==> src/rtl/esc_pkg.sv <==
package esc_pkg;
  typedef enum logic [2:0] {
    MODE_READ  = 3'd0,
    MODE_ERASE = 3'd1,
    MODE_SUSP  = 3'd2,
    MODE_SPROG = 3'd3,
    MODE_SAUTO = 3'd4
  } mode_e;

  typedef enum logic [2:0] {
    OP_NONE    = 3'd0,
    OP_ERASE   = 3'd1,
    OP_SUSPEND = 3'd2,
    OP_RESUME  = 3'd3,
    OP_PROGRAM = 3'd4,
    OP_AUTOSEL = 3'd5,
    OP_EXIT    = 3'd6
  } op_e;

  typedef struct packed {
    logic eraseStart;
    logic eraseRun;
    logic loadHold;
    logic clearSector;
    logic progStart;
    logic progRun;
    logic busy;
  } strobe_t;
endpackage

==> src/rtl/esc_ctrl.sv <==
module esc_ctrl
  import esc_pkg::*;
(
  input  logic    clk,
  input  logic    rstN,
  input  logic    cmdValid,
  input  logic [2:0] cmdOp,
  input  logic    eraseDone,
  input  logic    progDone,
  input  logic    holdBusy,
  input  logic    sectorMatch,
  output mode_e   modeQ,
  output strobe_t st
);
  mode_e modeD;
  logic  pendQ, pendD;
  op_e   opV;

  assign opV = cmdValid ? op_e'(cmdOp) : OP_NONE;

  always_comb begin
    modeD = modeQ;
    pendD = pendQ;
    st    = '0;
    case (modeQ)
      MODE_READ: begin
        if (opV == OP_ERASE) begin
          modeD         = MODE_ERASE;
          st.eraseStart = 1'b1;
        end
      end
      MODE_ERASE: begin
        st.eraseRun = 1'b1;
        st.busy     = 1'b1;
        if (eraseDone) begin
          modeD          = MODE_READ;
          st.clearSector = 1'b1;
          pendD          = 1'b0;
        end else if (opV == OP_SUSPEND || pendQ) begin
          if (holdBusy) begin
            pendD = 1'b1;
          end else begin
            modeD = MODE_SUSP;
            pendD = 1'b0;
          end
        end
      end
      MODE_SUSP: begin
        if (opV == OP_RESUME && sectorMatch) begin
          modeD       = MODE_ERASE;
          st.loadHold = 1'b1;
        end else if (opV == OP_PROGRAM) begin
          modeD        = MODE_SPROG;
          st.progStart = 1'b1;
        end else if (opV == OP_AUTOSEL) begin
          modeD = MODE_SAUTO;
        end
      end
      MODE_SPROG: begin
        st.progRun = 1'b1;
        st.busy    = 1'b1;
        if (progDone) modeD = MODE_SUSP;
      end
      MODE_SAUTO: begin
        if (opV == OP_EXIT) modeD = MODE_SUSP;
      end
      default: modeD = MODE_READ;
    endcase
  end

  always_ff @(posedge clk) begin
    if (!rstN) begin
      modeQ <= MODE_READ;
      pendQ <= 1'b0;
    end else begin
      modeQ <= modeD;
      pendQ <= pendD;
    end
  end

  // a resume naming another sector leaves the block parked
  assert_mismatch_ignored_R4: assert property (@(posedge clk) disable iff (!rstN)
    (modeQ == MODE_SUSP && opV == OP_RESUME && !sectorMatch) |=> modeQ == MODE_SUSP);

  // no suspend while the hold-off window is open
  assert_holdoff_R6: assert property (@(posedge clk) disable iff (!rstN)
    (modeQ == MODE_ERASE && holdBusy) |=> modeQ != MODE_SUSP);

  // resume while erasing changes nothing
  assert_resume_noeffect_R5: assert property (@(posedge clk) disable iff (!rstN)
    (modeQ == MODE_ERASE && opV == OP_RESUME && !eraseDone && !pendQ) |=> modeQ == MODE_ERASE);

  // a suspended program always returns to the parked state
  assert_prog_return_R7: assert property (@(posedge clk) disable iff (!rstN)
    (modeQ == MODE_SPROG && progDone) |=> modeQ == MODE_SUSP);
endmodule

==> src/rtl/esc_dp.sv <==
module esc_dp
  import esc_pkg::*;
#(
  parameter int SECTOR_W     = 3,
  parameter int ERASE_CYCLES = 4000,
  parameter int HOLD_CYCLES  = 1000,
  parameter int PROG_CYCLES  = 16
) (
  input  logic                clk,
  input  logic                rstN,
  input  strobe_t             st,
  input  logic [SECTOR_W-1:0] cmdSector,
  output logic                eraseDone,
  output logic                progDone,
  output logic                holdBusy,
  output logic                sectorMatch,
  output logic [SECTOR_W-1:0] sectorQ,
  output logic                toggleQ
);
  localparam int ERW = $clog2(ERASE_CYCLES);
  localparam int HW  = $clog2(HOLD_CYCLES + 1);
  localparam int PW  = (PROG_CYCLES > 1) ? $clog2(PROG_CYCLES) : 1;

  logic [ERW-1:0] eraseCnt;
  logic [HW-1:0]  holdCnt;
  logic [PW-1:0]  progCnt;

  assign eraseDone   = eraseCnt == ERW'(ERASE_CYCLES - 1);
  assign progDone    = progCnt == PW'(PROG_CYCLES - 1);
  assign holdBusy    = holdCnt != '0;
  assign sectorMatch = cmdSector == sectorQ;

  always_ff @(posedge clk) begin
    if (!rstN) begin
      eraseCnt <= '0;
      holdCnt  <= '0;
      progCnt  <= '0;
      sectorQ  <= '0;
      toggleQ  <= 1'b0;
    end else begin
      if (st.eraseStart) begin
        sectorQ <= cmdSector;
      end else if (st.clearSector) begin
        sectorQ <= '0;
      end

      if (st.eraseStart || st.clearSector) begin
        eraseCnt <= '0;
      end else if (st.eraseRun && !eraseDone) begin
        eraseCnt <= eraseCnt + 1'b1;
      end

      if (st.eraseStart) begin
        holdCnt <= '0;
      end else if (st.loadHold) begin
        holdCnt <= HW'(HOLD_CYCLES);
      end else if (holdBusy) begin
        holdCnt <= holdCnt - 1'b1;
      end

      if (st.progStart) begin
        progCnt <= '0;
      end else if (st.progRun && !progDone) begin
        progCnt <= progCnt + 1'b1;
      end

      if (st.busy) toggleQ <= ~toggleQ;
    end
  end

  // erase progress is frozen whenever the control is not running it
  assert_erase_frozen_R3: assert property (@(posedge clk) disable iff (!rstN)
    (!st.eraseRun && !st.eraseStart && !st.clearSector) |=> $stable(eraseCnt));

  // the hold-off window counts down one step per cycle
  assert_hold_countdown_R6: assert property (@(posedge clk) disable iff (!rstN)
    (holdBusy && !st.loadHold && !st.eraseStart) |=> holdCnt == $past(holdCnt) - 1'b1);

  // the owning sector is held steady while an erase is outstanding
  assert_sector_hold_R2: assert property (@(posedge clk) disable iff (!rstN)
    (!st.eraseStart && !st.clearSector) |=> $stable(sectorQ));
endmodule

==> src/rtl/eraseSuspendCtl.sv <==
module eraseSuspendCtl
  import esc_pkg::*;
#(
  parameter int SECTOR_W     = 3,
  parameter int ERASE_CYCLES = 4000,
  parameter int HOLD_CYCLES  = 1000,
  parameter int PROG_CYCLES  = 16
) (
  input  logic                clk,
  input  logic                rstN,
  input  logic                cmdValid,
  input  logic [2:0]          cmdOp,
  input  logic [SECTOR_W-1:0] cmdSector,
  output logic [2:0]          mode,
  output logic                busy,
  output logic                toggle,
  output logic [SECTOR_W-1:0] suspSector
);
  strobe_t st;
  mode_e   modeQ;
  logic    eraseDone, progDone, holdBusy, sectorMatch;

  esc_ctrl u_ctrl (
    .clk(clk), .rstN(rstN), .cmdValid(cmdValid), .cmdOp(cmdOp),
    .eraseDone(eraseDone), .progDone(progDone), .holdBusy(holdBusy),
    .sectorMatch(sectorMatch), .modeQ(modeQ), .st(st)
  );

  esc_dp #(
    .SECTOR_W(SECTOR_W), .ERASE_CYCLES(ERASE_CYCLES),
    .HOLD_CYCLES(HOLD_CYCLES), .PROG_CYCLES(PROG_CYCLES)
  ) u_dp (
    .clk(clk), .rstN(rstN), .st(st), .cmdSector(cmdSector),
    .eraseDone(eraseDone), .progDone(progDone), .holdBusy(holdBusy),
    .sectorMatch(sectorMatch), .sectorQ(suspSector), .toggleQ(toggle)
  );

  assign mode = modeQ;
  assign busy = st.busy;

  // status bit flips on every busy cycle
  assert_toggle_R9: assert property (@(posedge clk) disable iff (!rstN)
    busy |=> toggle != $past(toggle));

  assert_toggle_hold_R9: assert property (@(posedge clk) disable iff (!rstN)
    !busy |=> $stable(toggle));
endmodule

==> config.mk <==
export PLATFORM = sky130hd
export DESIGN_NAME = eraseSuspendCtl
export DESIGN_NICKNAME = d
export VERILOG_FILES = /design/src/rtl/esc_pkg.sv /design/src/rtl/esc_ctrl.sv /design/src/rtl/esc_dp.sv /design/src/rtl/eraseSuspendCtl.sv
export SDC_FILE = /design/constraint.sdc
export NUM_CORES = 1
export LEC_CHECK = 0
export ABC_AREA = 0
export BUFFER_PORTS_ARGS = -buffer_cell sky130_fd_sc_hd__buf_2
export CELL_PAD_IN_SITES_DETAIL_PLACEMENT = 1
export CELL_PAD_IN_SITES_GLOBAL_PLACEMENT = 1
export CORE_MARGIN = 5
export CORE_UTILIZATION = 48
export CTS_CLUSTER_DIAMETER = 100
export DETAILED_ROUTE_END_ITERATION = 6
export PLACE_DENSITY_LB_ADDON = 0.1
export SLEW_MARGIN = 20
export SYNTH_ARGS = -nofsm -noshare
export SYNTH_HDL_FRONTEND = slang
export SYNTH_SLANG_ARGS = --single-unit
==> constraint.sdc <==
create_clock -name clk -period 5.8 [get_ports clk]
set_clock_uncertainty 0.05 [all_clocks]
set_input_delay 0 -clock clk [delete_from_list [all_inputs] [get_ports clk]]
set_output_delay 0 -clock clk [all_outputs]
set_load 0.02 [all_outputs]
==> impl_metrics.prom <==
# TYPE chip_impl_metric gauge
chip_impl_metric{name="grt_use_total",unit="%"} 18.5
chip_impl_metric{name="initial_core_util",unit="%"} 49.6
chip_impl_metric{name="regArea",unit="um^2"} 681
chip_impl_metric{name="firstDrtPassIters",unit=""} 4
chip_impl_metric{name="synthSimpleGateAreaFrac",unit="%"} 33.0
chip_impl_metric{name="hold_crit_depth",unit=""} 4
chip_impl_metric{name="area_growth",unit="%"} 12.8
chip_impl_info{name="timing.rr.start",value="u_dp.holdCnt[0]"} 1
chip_impl_info{name="cp-start-kind",value="register"} 1
chip_impl_metric{name="final_max_slew_viol_count",unit=""} 0
chip_impl_metric{name="timing.max_slew.rel_slack",unit="%"} 63.0
chip_impl_metric{name="detail_route.wirelength",unit="um"} 4380
chip_impl_metric{name="place_congestion",unit=""} 0.869
chip_impl_metric{name="clk_pin_slew_worst_paths",unit="ns"} 0.07
chip_impl_metric{name="total_number_of_nets_in_the_final_design",unit=""} 243
chip_impl_info{name="root_buffer",value="sky130_fd_sc_hd__clkbuf_8"} 1
chip_impl_info{name="synth_commonest_cells",value="sky130_fd_sc_hd__dfxtp_1 (34), sky130_fd_sc_hd__nor2_1 (27), sky130_fd_sc_hd__nand2_1 (17)"} 1
chip_impl_info{name="globalRoute.busiestLayer",value="met2"} 1
chip_impl_metric{name="clock_tree.buffer_depth",unit=""} 2
chip_impl_metric{name="timing.critical_path.required",unit="ns"} 5.90
chip_impl_metric{name="synth_compound_area_share",unit="%"} 10.8
chip_impl_metric{name="die_w",unit="um"} 71.5
chip_impl_metric{name="final.period_utilization",unit="%"} 36.2
chip_impl_metric{name="placementRows",unit=""} 22
chip_impl_metric{name="ys_async_sr_fraction",unit="%"} 0
chip_impl_metric{name="overflow",unit=""} 0
chip_impl_metric{name="netlist-cell-type-count",unit=""} 46
chip_impl_metric{name="leakage",unit="nW"} 0.783
chip_impl_metric{name="area_of_combinational_cells_with_multiple_inputs",unit="um^2"} 1080
chip_impl_metric{name="largest_net_degree_at_the_start_of_global_routing",unit=""} 12
chip_impl_metric{name="drc",unit=""} 0
chip_impl_metric{name="ios",unit=""} 17
chip_impl_metric{name="yosysWarnings",unit=""} 0
chip_impl_metric{name="power.ir.vdd_worst",unit="uV"} 173
chip_impl_metric{name="synth_edf_count",unit=""} 0
chip_impl_metric{name="number_of_antenna_violating_nets_in_the_routed_design",unit=""} 0
chip_impl_metric{name="worst_ep_arrival_time",unit="ns"} 2.20
chip_impl_metric{name="post_synth_inst_count",unit=""} 208
chip_impl_metric{name="final_critical_path_time_including_i_o_delays_and_setup",unit="ns"} 2.10
chip_impl_metric{name="drt_iter0_markers",unit=""} 74
chip_impl_info{name="synth.area.top_cells",value="sky130_fd_sc_hd__dfxtp_1 (38%), sky130_fd_sc_hd__xor2_1 (5.8%), sky130_fd_sc_hd__nor2_1 (5.6%)"} 1
chip_impl_metric{name="place_inst",unit=""} 267
chip_impl_metric{name="insertedDiodeCount",unit=""} 0
chip_impl_metric{name="hpwl",unit="um"} 3200
chip_impl_metric{name="regToRegSetupSlack",unit="ns"} 3.70
chip_impl_metric{name="route.vias.total",unit=""} 1579
chip_impl_metric{name="setup-tns-final",unit="ns"} 0
chip_impl_metric{name="global_route.usage.met1",unit="%"} 22.3
chip_impl_info{name="min_to",value="u_dp.sectorQ[1]"} 1
chip_impl_metric{name="synth_xor_xnor_area_share",unit="%"} 10.1
chip_impl_metric{name="clock_sink_count",unit=""} 34
chip_impl_metric{name="hold_viol",unit=""} 0
chip_impl_info{name="grt_setup_unrepaired",value="false"} 1
chip_impl_metric{name="cts-htree-levels",unit=""} 2
chip_impl_metric{name="synth.yosys.seq_area_share",unit="%"} 37.5
chip_impl_metric{name="layout-drive-gt1-share",unit="%"} 16.5
chip_impl_metric{name="final_total_pwr",unit="W"} 0.000815
chip_impl_metric{name="syn-mean-instance-area",unit="um^2"} 8.72
chip_impl_info{name="hp-start",value="cmdValid"} 1
chip_impl_info{name="timing.rr.end",value="u_dp.holdCnt[6]"} 1
chip_impl_metric{name="io_buffers",unit=""} 16
chip_impl_metric{name="routedWlPerCell",unit="um"} 15.7
chip_impl_metric{name="power-per-cell-area",unit="nW/um^2"} 398
chip_impl_metric{name="clock.fmax",unit="MHz"} 477
chip_impl_info{name="tritoncts",value="yes"} 1
chip_impl_metric{name="grt_pass1_vias",unit=""} 1651
chip_impl_info{name="largest_area_contributor_in_the_synthesized_netlist",value="sky130_fd_sc_hd__dfxtp_1"} 1
chip_impl_metric{name="worstPathMaxFanout",unit=""} 5
chip_impl_metric{name="use_met2",unit="%"} 33.3
chip_impl_metric{name="grtUsageMet3",unit="%"} 4.63
chip_impl_metric{name="mappedNetlistArea",unit="um^2"} 1810
chip_impl_metric{name="setup_viol",unit=""} 0
chip_impl_info{name="synthMostInstantiatedCell",value="sky130_fd_sc_hd__dfxtp_1"} 1
chip_impl_metric{name="worst_pin_slew",unit="ns"} 0.547
chip_impl_metric{name="grt_antenna_before_repair",unit=""} 0
chip_impl_info{name="yosys_most_used_dff",value="sky130_fd_sc_hd__dfxtp_1"} 1
chip_impl_metric{name="synth.ff_latch_count",unit=""} 34
chip_impl_metric{name="synth_top_area_share",unit="%"} 37.5
chip_impl_info{name="outcome",value="completed"} 1
chip_impl_metric{name="core_region_area",unit="um^2"} 3660
chip_impl_metric{name="synth_mux_area_share",unit="%"} 2.76
chip_impl_metric{name="syn_nets",unit=""} 221
chip_impl_metric{name="design.die.area",unit="um^2"} 5110
chip_impl_metric{name="worst_r2r_path_depth",unit=""} 7
chip_impl_info{name="critPathCaptureType",value="register"} 1
chip_impl_metric{name="timing.max_cap.violations",unit=""} 0
chip_impl_metric{name="viasPerCell",unit=""} 5.66
chip_impl_metric{name="first_pass_grt_wire_length",unit="um"} 7760
chip_impl_metric{name="die_h",unit="um"} 71.5
chip_impl_metric{name="numCtsBuffers",unit=""} 5
chip_impl_metric{name="yosys.area_share.adder",unit="%"} 2.76
chip_impl_metric{name="layout.filler_cells",unit=""} 449
chip_impl_info{name="synth_top_family_by_area",value="simple AND/OR/NAND/NOR gates"} 1
chip_impl_metric{name="clkLatencyLatePin",unit="ns"} 0.28
chip_impl_metric{name="final-instance-count-excl-fill",unit=""} 279
chip_impl_info{name="timing.hold.worst.class",value="input port to register"} 1
chip_impl_info{name="critPathKind",value="register to register"} 1
[power by group]
group / internal, W / switching (W) / leakage, nW
logic: 0.000147 / 0.000175 / 0.459
registers: 0.000272 / 0.0000429 / 0.276
clock network: 0.0000957 / 0.0000822 / 0.0482
[cells in the final DEF (no fill, tap or decap), drive strengths merged, types with 5 or more instances in the layout]
cell type / instances
dfxtp: 34
nor2: 27
nand2: 17
buf: 16
nand3: 14
xor2: 12
a21oi: 12
nor3: 12
xnor2: 9
clkbuf: 7
o21ai: 6
mux2i: 5
[layout make-up]
| type | count | area share (%) |
|---|---|---|
| Timing Repair Buffer | 20 | 5.87 |
| Multi-Input combinational cell | 165 | 52.7 |
| Sequential cell | 34 | 33.3 |
| Clock buffer | 7 | 4.22 |
| Clock inverter | 1 | 0.245 |
| Tap cell | 48 | 2.94 |
| Inverter | 4 | 0.734 |
[repair_timing]
action | CTS | global route
hold buffers | 4 | 0
hold endpoints to repair | 4 | 0
setup buffers | 0 | 0
gates resized for setup | 0 | 0
[critical path, stage by stage (launching register included)]
cell                      delay (ns)
sky130_fd_sc_hd__dfxtp_1        0.34
sky130_fd_sc_hd__inv_1          0.12
sky130_fd_sc_hd__ha_1           0.20
sky130_fd_sc_hd__or3b_2         0.51
sky130_fd_sc_hd__nor4_2         0.32
sky130_fd_sc_hd__or4b_1         0.20
sky130_fd_sc_hd__xor2_1         0.15
sky130_fd_sc_hd__a21oi_1        0.09
[cell families after synthesis]
| logic type | count (synthesis) |
|---|---|
| buf+inv | 9 |
| flops | 34 |
| fa+ha+maj | 4 |
| mux | 5 |
| xor+xnor | 21 |
| compound gates | 29 |
| simple gates | 106 |
[sequential cells by signal, summed over array words and instances, names as in the netlist]
name	flops
u_dp.eraseCnt	12
u_dp.holdCnt	10
u_dp.progCnt	4
u_ctrl.modeQ	3
u_dp.sectorQ	3
u_ctrl.pendQ	1
u_dp.toggleQ	1
[routing by layer]
layer | up-vias | wire, um
met4 | 0 | 38
met5 | - | 0
met3 | 4 | 136
li1 | 792 | -
met1 | 766 | 2010
met2 | 17 | 2200
[worst max-delay path by stage]
stage / startpoint / end / slack [ns] / depth (start not counted)
finish: u_dp.holdCnt[0] / u_dp.holdCnt[6] / 3.70 / 7
global route: u_dp.holdCnt[0] / u_dp.holdCnt[6] / 3.51 / 7
CTS: u_dp.holdCnt[0] / u_dp.holdCnt[6] / 3.67 / 7
detailed placement: u_dp.holdCnt[0] / u_dp.holdCnt[6] / 3.69 / 7
global placement: u_dp.holdCnt[0] / u_dp.holdCnt[6] / 3.78 / 7
floorplan: u_dp.holdCnt[0] / u_dp.holdCnt[6] / 3.90 / 7
[per-stage QoR]
| step | setup WS [ns] | area [um^2] | hold slack [ns] | util (%) |
|---|---|---|---|---|
| after floorplan | 3.90 | 1810 | 0.0860 | - |
| after global placement | 3.78 | 1910 | 0.211 | 52.3 |
| after detailed placement | 3.69 | 1910 | 0.220 | 52.3 |
| after CTS | 3.67 | 2050 | 0.151 | 55.9 |
| after global routing | 3.51 | 2050 | 0.192 | 55.9 |
| final | 3.70 | 2050 | 0.154 | 55.9 |
No activity file was read; power rests on OpenSTA's default activity.
